## config.mk

```make
export PLATFORM = sky130hd
export DESIGN_NAME = quad_nco
export DESIGN_NICKNAME = d
export VERILOG_FILES = /design/src/rtl/qnco_pkg.sv /design/src/rtl/qnco_phase_acc.sv /design/src/rtl/qnco_quarter_lut.sv /design/src/rtl/qnco_fill_ctrl.sv /design/src/rtl/quad_nco.sv
export SDC_FILE = /design/constraint.sdc
export NUM_CORES = 1
export LEC_CHECK = 0
export ABC_AREA = 1
export BUFFER_PORTS_ARGS = -buffer_cell sky130_fd_sc_hd__buf_2
export CAP_MARGIN = 40
export CORE_ASPECT_RATIO = 0.7
export CORE_MARGIN = 2
export CORE_UTILIZATION = 50
export CTS_CLUSTER_DIAMETER = 60
export DETAILED_ROUTE_END_ITERATION = 8
export GPL_TIMING_DRIVEN = 0
export HOLD_SLACK_MARGIN = 0.15
export PLACE_DENSITY = 0.71
export SYNTH_ARGS = -nofsm -noshare
export SYNTH_HDL_FRONTEND = slang
export SYNTH_SLANG_ARGS = --single-unit
```

## constraint.sdc

```tcl
create_clock -name clk -period 3 [get_ports clk]
set_input_delay 0.15 -clock clk [delete_from_list [all_inputs] [get_ports clk]]
set_output_delay 0.15 -clock clk [all_outputs]
set_load 0.02 [all_outputs]
```

## src/rtl/qnco_pkg.sv

```systemverilog
package qnco_pkg;

    typedef enum logic [1:0] {
        ST_FILL_A = 2'd0,
        ST_FILL_B = 2'd1,
        ST_RUN    = 2'd2
    } fill_state_e;

    localparam real QNCO_PI = 3.14159265358979323846;

endpackage

```

## src/rtl/qnco_phase_acc.sv

```systemverilog
module qnco_phase_acc #(
    parameter int PH_W   = 16,
    parameter int ADDR_W = 8
) (
    input  logic              clk,
    input  logic              rst,
    input  logic [PH_W-1:0]   freq_word,
    input  logic [PH_W-1:0]   phase_init,
    input  logic              phase_load,
    output logic [ADDR_W-1:0] phase_msb
);

    logic [PH_W-1:0] phase_q;

    // Phase register: preset wins over accumulation, wraps modulo 2^PH_W.
    always_ff @(posedge clk) begin
        if (rst) begin
            phase_q <= '0;
        end else if (phase_load) begin
            phase_q <= phase_init;
        end else begin
            phase_q <= phase_q + freq_word;
        end
    end

    assign phase_msb = phase_q[PH_W-1 -: ADDR_W];

    AST_PHASE_STEP: assert property (@(posedge clk) disable iff (rst)
        (!$past(rst) && !$past(phase_load)) |-> (phase_q == PH_W'($past(phase_q) + $past(freq_word))));

    AST_PHASE_PRESET: assert property (@(posedge clk) disable iff (rst)
        (!$past(rst) && $past(phase_load)) |-> (phase_q == $past(phase_init)));

endmodule

```

## src/rtl/qnco_quarter_lut.sv

```systemverilog
module qnco_quarter_lut
    import qnco_pkg::*;
#(
    parameter int ADDR_W = 8,
    parameter int AMP_W  = 6
) (
    input  logic                     clk,
    input  logic                     rst,
    input  logic [ADDR_W-1:0]        addr,
    output logic signed [AMP_W-1:0]  amp
);

    localparam int QTR_W = ADDR_W - 2;
    localparam int DEPTH = 1 << QTR_W;
    localparam int MAG_W = AMP_W - 1;
    localparam int PEAK  = (1 << MAG_W) - 1;
    localparam logic signed [AMP_W-1:0] MOST_NEG = {1'b1, {MAG_W{1'b0}}};

    // Quarter-wave magnitude, sampled at half-step offsets so mirroring is exact.
    function automatic int mag_at(int j);
        real x;
        x = real'(PEAK) * $sin(QNCO_PI * (2.0 * real'(j) + 1.0) / (4.0 * real'(DEPTH)));
        return $rtoi(x + 0.5);
    endfunction

    logic [MAG_W-1:0] rom [DEPTH];

    for (genvar g = 0; g < DEPTH; g++) begin : g_rom
        assign rom[g] = MAG_W'(mag_at(g));
    end

    logic [1:0]       quad;
    logic [QTR_W-1:0] idx;
    logic [QTR_W-1:0] rd_idx;

    assign quad   = addr[ADDR_W-1 -: 2];
    assign idx    = addr[QTR_W-1:0];
    assign rd_idx = quad[0] ? ~idx : idx;

    logic [MAG_W-1:0]        mag_q;
    logic                    neg_q;
    logic signed [AMP_W-1:0] mag_ext;

    assign mag_ext = $signed({1'b0, mag_q});

    // Stage 1: table read with quadrant mirroring; stage 2: sign restore.
    always_ff @(posedge clk) begin
        if (rst) begin
            mag_q <= '0;
            neg_q <= 1'b0;
            amp   <= '0;
        end else begin
            mag_q <= rom[rd_idx];
            neg_q <= quad[1];
            amp   <= neg_q ? -mag_ext : mag_ext;
        end
    end

    AST_NO_MOST_NEG: assert property (@(posedge clk) disable iff (rst)
        amp != MOST_NEG);

endmodule

```

## src/rtl/qnco_fill_ctrl.sv

```systemverilog
module qnco_fill_ctrl
    import qnco_pkg::*;
(
    input  logic clk,
    input  logic rst,
    output logic out_valid
);

    fill_state_e state_q;
    fill_state_e state_d;

    always_ff @(posedge clk) begin
        if (rst) begin
            state_q <= ST_FILL_A;
        end else begin
            state_q <= state_d;
        end
    end

    always_comb begin
        state_d = state_q;
        unique case (state_q)
            ST_FILL_A: state_d = ST_FILL_B;
            ST_FILL_B: state_d = ST_RUN;
            ST_RUN:    state_d = ST_RUN;
            default:   state_d = ST_FILL_A;
        endcase
    end

    always_comb begin
        out_valid = (state_q == ST_RUN);
    end

    AST_VALID_STICKY: assert property (@(posedge clk) disable iff (rst)
        out_valid |=> out_valid);

endmodule

```

## src/rtl/quad_nco.sv

```systemverilog
module quad_nco #(
    parameter int PH_W   = 16,
    parameter int ADDR_W = 8,
    parameter int AMP_W  = 6
) (
    input  logic                    clk,
    input  logic                    rst,
    input  logic [PH_W-1:0]         freq_word,
    input  logic [PH_W-1:0]         phase_init,
    input  logic                    phase_load,
    output logic signed [AMP_W-1:0] sin_out,
    output logic signed [AMP_W-1:0] cos_out,
    output logic                    out_valid
);

    localparam int N_CH    = 2;
    localparam int QUARTER = 1 << (ADDR_W - 2);

    logic [ADDR_W-1:0]       addr_base;
    logic signed [AMP_W-1:0] amp_ch [N_CH];

    qnco_phase_acc #(
        .PH_W   (PH_W),
        .ADDR_W (ADDR_W)
    ) u_acc (
        .clk        (clk),
        .rst        (rst),
        .freq_word  (freq_word),
        .phase_init (phase_init),
        .phase_load (phase_load),
        .phase_msb  (addr_base)
    );

    // Channel 0 is sine; channel 1 reads a quarter period ahead for cosine.
    for (genvar c = 0; c < N_CH; c++) begin : g_ch
        localparam logic [ADDR_W-1:0] OFS = (c == 0) ? '0 : ADDR_W'(QUARTER);
        logic [ADDR_W-1:0] ch_addr;
        assign ch_addr = addr_base + OFS;

        qnco_quarter_lut #(
            .ADDR_W (ADDR_W),
            .AMP_W  (AMP_W)
        ) u_lut (
            .clk  (clk),
            .rst  (rst),
            .addr (ch_addr),
            .amp  (amp_ch[c])
        );
    end

    assign sin_out = amp_ch[0];
    assign cos_out = amp_ch[1];

    qnco_fill_ctrl u_ctrl (
        .clk       (clk),
        .rst       (rst),
        .out_valid (out_valid)
    );

    AST_RESET_QUIET: assert property (@(posedge clk)
        rst |=> (sin_out == '0 && cos_out == '0 && !out_valid));

endmodule

```

# --- Yosys cells after proc, flatten, opt, wreduce, memory -nomap -nowiden ---
# Memory sizes are Yosys's and may differ from the RTL's. A register that Yosys moved wholly into a read port is not among the register bits.
# Cells that the tools add are included.
totals:
  register_bits: 32
  romBits: 640
  in_bits: 35
  out_inout_bits: 13
  word_cells: 32
  mem_count: 2
memory_table:
  columns: ["memory", "depth", "word_bits", "read_ports", "rd_ports_with_merged_regs", "write_ports", "line", "rtl"]
  rows:
  - ["(no name shown)", 64, 5, 1, 1, 0, "qnco_quarter_lut.sv:53", "mag_q <= rom[rd_idx];"]
  - ["(no name shown)", 64, 5, 1, 1, 0, "qnco_quarter_lut.sv:53", null]
classes:
  add_sub_neg: 4
  eq_ne: 2
  n_mux: 6
  bitwise: 6
  n_reduce_logical: 4
op_table:
  columns: ["cell", "n"]
  rows:
  - ["$add A16 B16 Y16", 1]
  - ["$mux W16", 1]
  - ["$not A6 Y7", 2]
  - ["$mux W6", 2]
  - ["$neg A5 Y6", 2]
  - ["$not A6 Y6", 2]
  - ["$mux W5", 2]
  - ["$add A8 B7 Y8 const B", 1]
  - ["$reduce_or A2 Y1", 3]
  - ["$pmux W2 S2", 1]
  - ["$eq A2 B1 Y1 const B", 1]
  - ["$eq A2 B2 Y1 const B", 1]
  - ["$logic_not A2 Y1", 1]
  - ["$not A1 Y1", 2]

# --- Depth between registers and ports, before layout ---
depth:
  depth_word: 4
  depth_mapped: 12
  depth_no_buf: 12

# --- Hierarchy ---
# A second synthesis with hierarchy kept.
unflattened:
  hier_cells: 563
  area_unflattened_um2: 3564.7
modules_own_cells:
  columns: ["mod", "n_inst", "cells_each", "area_each_um2", "seq_area_each_um2"]
  rows:
  - ["qnco_phase_acc", 1, 277, 1596.5, 320.3]
  - ["qnco_quarter_lut (g_ch[0].u_lut)", 1, 137, 944.7, 240.2]
  - ["qnco_quarter_lut (g_ch[1].u_lut)", 1, 134, 914.6, 240.2]
  - ["qnco_fill_ctrl", 1, 10, 87.6, 40.0]
  - ["quad_nco", 1, 5, 21.3, 0.0]

# --- Worst setup path before layout ---
# Ideal clock, no wire load.
synth_path:
  kind: "reg2reg"
  from: "reg u_acc.phase_q[14]"
  to: "reg g_ch[0].u_lut.mag_q[1]"
  setup_ps: 111
  t_arrival_ps: 1542
  required_time_ps: 2889
  setup_slack_ps: 1346
  stages_incl_launch_ff: 11
  path_buffers: 2
  synth_period_minus_slack_ps: 1654
  path_cell_list: "dfxtp_1 buf_6 buf_12 xnor2_2 ha_1 nand2_1 nand3_1 nand3_1 nand2_1 nor2_1 nor2_1"
synth_between:
  elab_chain_len: 2
synth_lines:
  columns: ["item", "line", "rtl"]
  rows:
  - ["start, declared", "qnco_phase_acc.sv:13", "logic [PH_W-1:0] phase_q;"]
  - ["start signal, assigned", "qnco_phase_acc.sv:20", "phase_q <= phase_init;"]
  - ["start signal, assigned", "qnco_phase_acc.sv:22", "phase_q <= phase_q + freq_word;"]
  - ["$mux W6", "qnco_quarter_lut.sv:38", "assign rd_idx = quad[0] ? ~idx : idx;"]
  - ["$not A6 Y7 (not written as such)", "qnco_quarter_lut.sv:53", null]
  - ["end, declared", "qnco_quarter_lut.sv:40", "logic [MAG_W-1:0] mag_q;"]
# Every way passes these cells.
# A chain may end at the register's enable or synchronous reset.

# --- Worst setup path in the final report ---
layout_path:
  from: "reg u_acc.phase_q[14]"
  to: "reg g_ch[1].u_lut.mag_q[1]"
layout_between:
  elab_chain_len: 3
layout_lines:
  columns: ["item", "line", "rtl"]
  rows:
  - ["$add A8 B7 Y8", "quad_nco.sv:38", "assign ch_addr = addr_base + OFS;"]
  - ["$mux W6", "qnco_quarter_lut.sv:38", null]
  - ["$not A6 Y7 (not written as such)", "qnco_quarter_lut.sv:53", null]
  - ["end, declared", "qnco_quarter_lut.sv:40", null]
# Every way passes these cells.

==> results_dict.tcl <==
set metrics [dict create \
    outcome "finished clean" \
    dr.pass1.iters 5 \
    synth.most_common_cell "nand2_1" \
    grt_pass1_vias 2854 \
    synth_top_area_share 0.258 \
    synth_cells 522 \
    clock_sinks 42 \
    tns_ns 0 \
    port_buffers 47 \
    grt_setup_unrepaired "no" \
    drive_gt1_frac 0.136 \
    route.detailed.drc 0 \
    fp.dieH_um 71.6 \
    vias_per_cell 4.95 \
    grt_remaining_overflow 0 \
    grt_max_degree 16 \
    placed_area_mm2 0.00359 \
    synthTopCellsByArea "dfxtp_1 26%, nand2_1 17%, ha_1 11%, inv_1 9.2%, nor2_1 7.1%" \
    fin_worst_skew_ns 0.0116 \
    cts_hold_buffers 12 \
    die_x_um 101 \
    ctsLongestPathBuffers 2 \
    power.total_mw 2.04 \
    p_leak_nw 2.14 \
    p_per_area_mw_per_mm2 535 \
    cts_tree "yes" \
    numCtsBuffers 5 \
    period_needed_ns 1.96 \
    hold_class "primary input to register" \
    htreeDepth 2 \
    cp.arrival_ns 2.20 \
    cts_setup_buffers 0 \
    cp_data_required_time_ns 3.24 \
    diodes 0 \
    synth.distinct_cells 33 \
    drt_wl_total_um 8420 \
    peakVddDrop_uv 245 \
    worstSetupPathType "register to register" \
    vias 3299 \
    final_area_mm2 0.00381 \
    synth_nets 587 \
    hold_slack_ns 0.164 \
    nNetsFinal 653 \
    cap_violations 0 \
    clk_pin_slew_ns 0.09 \
    clkLatencyLatePin_ns 0.30 \
    cts_root_buf "clkbuf_8" \
    maxSlewViolCount 0 \
    worstPathMaxFanout 10 \
    grtUsageTotal 0.247 \
    synthFlopType "dfxtp_1" \
    die_area_mm2 0.00720 \
    ant_nets 0 \
    synth-edff-count 0 \
    synth-seq-cells 42 \
    final_hold_viol_count 0 \
    ys_async_sr_fraction 0 \
    yosysTopAreaCell "dfxtp_1" \
    drt-wirelength-per-cell_um 12.6 \
    grt_pass1_wl_um 13900 \
    initial_core_util 0.520 \
    syn_area_mm2 0.00326 \
    postSynthAreaPerCell_um2 6.25 \
    grt_antenna_before_repair 0 \
    worstMarginPinSlew_ns 0.659 \
    setup_viol 0 \
    end_kind "register" \
    syn_to_final_growth_pct 16.7 \
    rows 24 \
    post_cts_resized 0 \
    synthTopCellsByCount "150 x nand2_1, 80 x inv_1, 62 x nor2_1" \
    yosysWarnings 0 \
    fillers 633 \
    pre_cts_slack_ns 1.07 \
    first_iter_violations 249 \
    core_area_mm2 0.00628 \
    finalCritPeriodShare 0.654 \
    ys_seq_area_frac 0.258 \
    cp-start-kind "register" \
    dp_hpwl_um 6500 \
    num_io_pins 48 \
    max_slew_margin 0.561 \
    place_congestion 0.934 \
    fin_ws_ns 1.04 \
    clock.fmax_mhz 510 \
]
==> layer usage <==
metal / up-vias / global-route usage / wire length (µm)
met5: - / 0 / 0
met4: 0 / 0.0472 / 53
met3: 5 / 0.0595 / 841
met2: 126 / 0.333 / 3180
met1: 1415 / 0.395 / 4340
li1: 1753 / - / -
==> final timing paths <==
| check | from | to | slack [ns] | cells after the start |
|---|---|---|---|---|
| hold reg to reg | g_ch[1].u_lut.mag_q[2] | g_ch[1].u_lut.amp[2] | 0.46 | 1 |
| hold / removal | phase_init[12] | u_acc.phase_q[12] | 0.16 | 5 |
| setup reg to reg | u_acc.phase_q[14] | g_ch[1].u_lut.mag_q[1] | 1.04 | 12 |
| setup / recovery | u_acc.phase_q[14] | g_ch[1].u_lut.mag_q[1] | 1.04 | 12 |
==> registers in the layout (all words and copies together), names as in the netlist <==
| register | count |
|---|---|
| u_acc.phase_q | 16 |
| g_ch.u_lut.amp | 12 |
| g_ch.u_lut.mag_q | 10 |
| g_ch.u_lut.neg_q | 2 |
| u_ctrl.state_q | 2 |
==> through the flow <==
stage / cells / utilization
floorplan: 522 / -
global placement: 647 / 0.573
detailed placement: 647 / 0.573
CTS: 667 / 0.607
global route: 667 / 0.607
finish: 667 / 0.607
==> area by class of cell <==
type | count | area, µm² | area share
Buffer | 15 | 103 | 0.0269
Clock buffer | 5 | 68.8 | 0.0181
Clock inverter | 3 | 23.8 | 0.00624
Inverter | 86 | 323 | 0.0848
Multi-Input combinational cell | 379 | 2000 | 0.524
Sequential cell | 42 | 841 | 0.221
Tap cell | 78 | 97.6 | 0.0256
Timing Repair Buffer | 59 | 355 | 0.0933
==> cell families (layout without fill, tap and decap cells) <==
| kind of cell | Yosys count | in the layout | share of synthesized area |
|---|---|---|---|
| xor+xnor | 15 | 15 | 0.0495 |
| buf+inv | 101 | 168 | 0.130 |
| simple gates | 273 | 273 | 0.343 |
| flops | 42 | 42 | 0.258 |
| compound gates | 61 | 61 | 0.102 |
| fa+ha+maj | 30 | 30 | 0.117 |
==> worst max-delay path: stages (launching register included) <==
cell and delay (ns):
dfxtp_1 0.36, buf_6 0.16, buf_12 0.16, xor2_1 0.28
ha_1 0.20, nor2_1 0.05, nor2_1 0.23, nand2_1 0.09
nand2_1 0.08, nand2_1 0.05, nand2_1 0.11, nor2_1 0.05
nor2_1 0.08
==> power breakdown <==
group | switching [mW] | internal [mW] | leakage (nW) | total (mW)
Combinational | 0.609 | 0.354 | 1.75 | 0.963
Sequential | 0.0420 | 0.644 | 0.349 | 0.686
Clock | 0.221 | 0.167 | 0.0408 | 0.388
Total | 0.871 | 1.16 | 2.14 | 2.04
==> cells in the final DEF (no fill, tap or decap), types with 2 or more instances in the layout <==
| cell type | instances |
|---|---|
| dlygate4sd3_1 | 12 |
| nor2_1 | 62 |
| o21ai_1 | 5 |
| nand2_1 | 150 |
| xnor2_2 | 2 |
| nand2_2 | 5 |
| inv_1 | 80 |
| xor2_2 | 2 |
| clkbuf_8 | 5 |
| buf_6 | 2 |
| inv_2 | 5 |
| nand3b_1 | 2 |
| buf_4 | 3 |
| nor3_1 | 3 |
| o311ai_0 | 2 |
| xor2_1 | 5 |
| o211ai_1 | 5 |
| clkinvlp_4 | 2 |
| or2_1 | 2 |
| a21oi_1 | 28 |
| o21ai_0 | 19 |
| nand3_1 | 45 |
| clkbuf_1 | 6 |
| ha_1 | 29 |
| buf_2 | 50 |
| xnor2_1 | 6 |
| dfxtp_1 | 42 |
No activity file was read; power rests on OpenSTA's default activity.
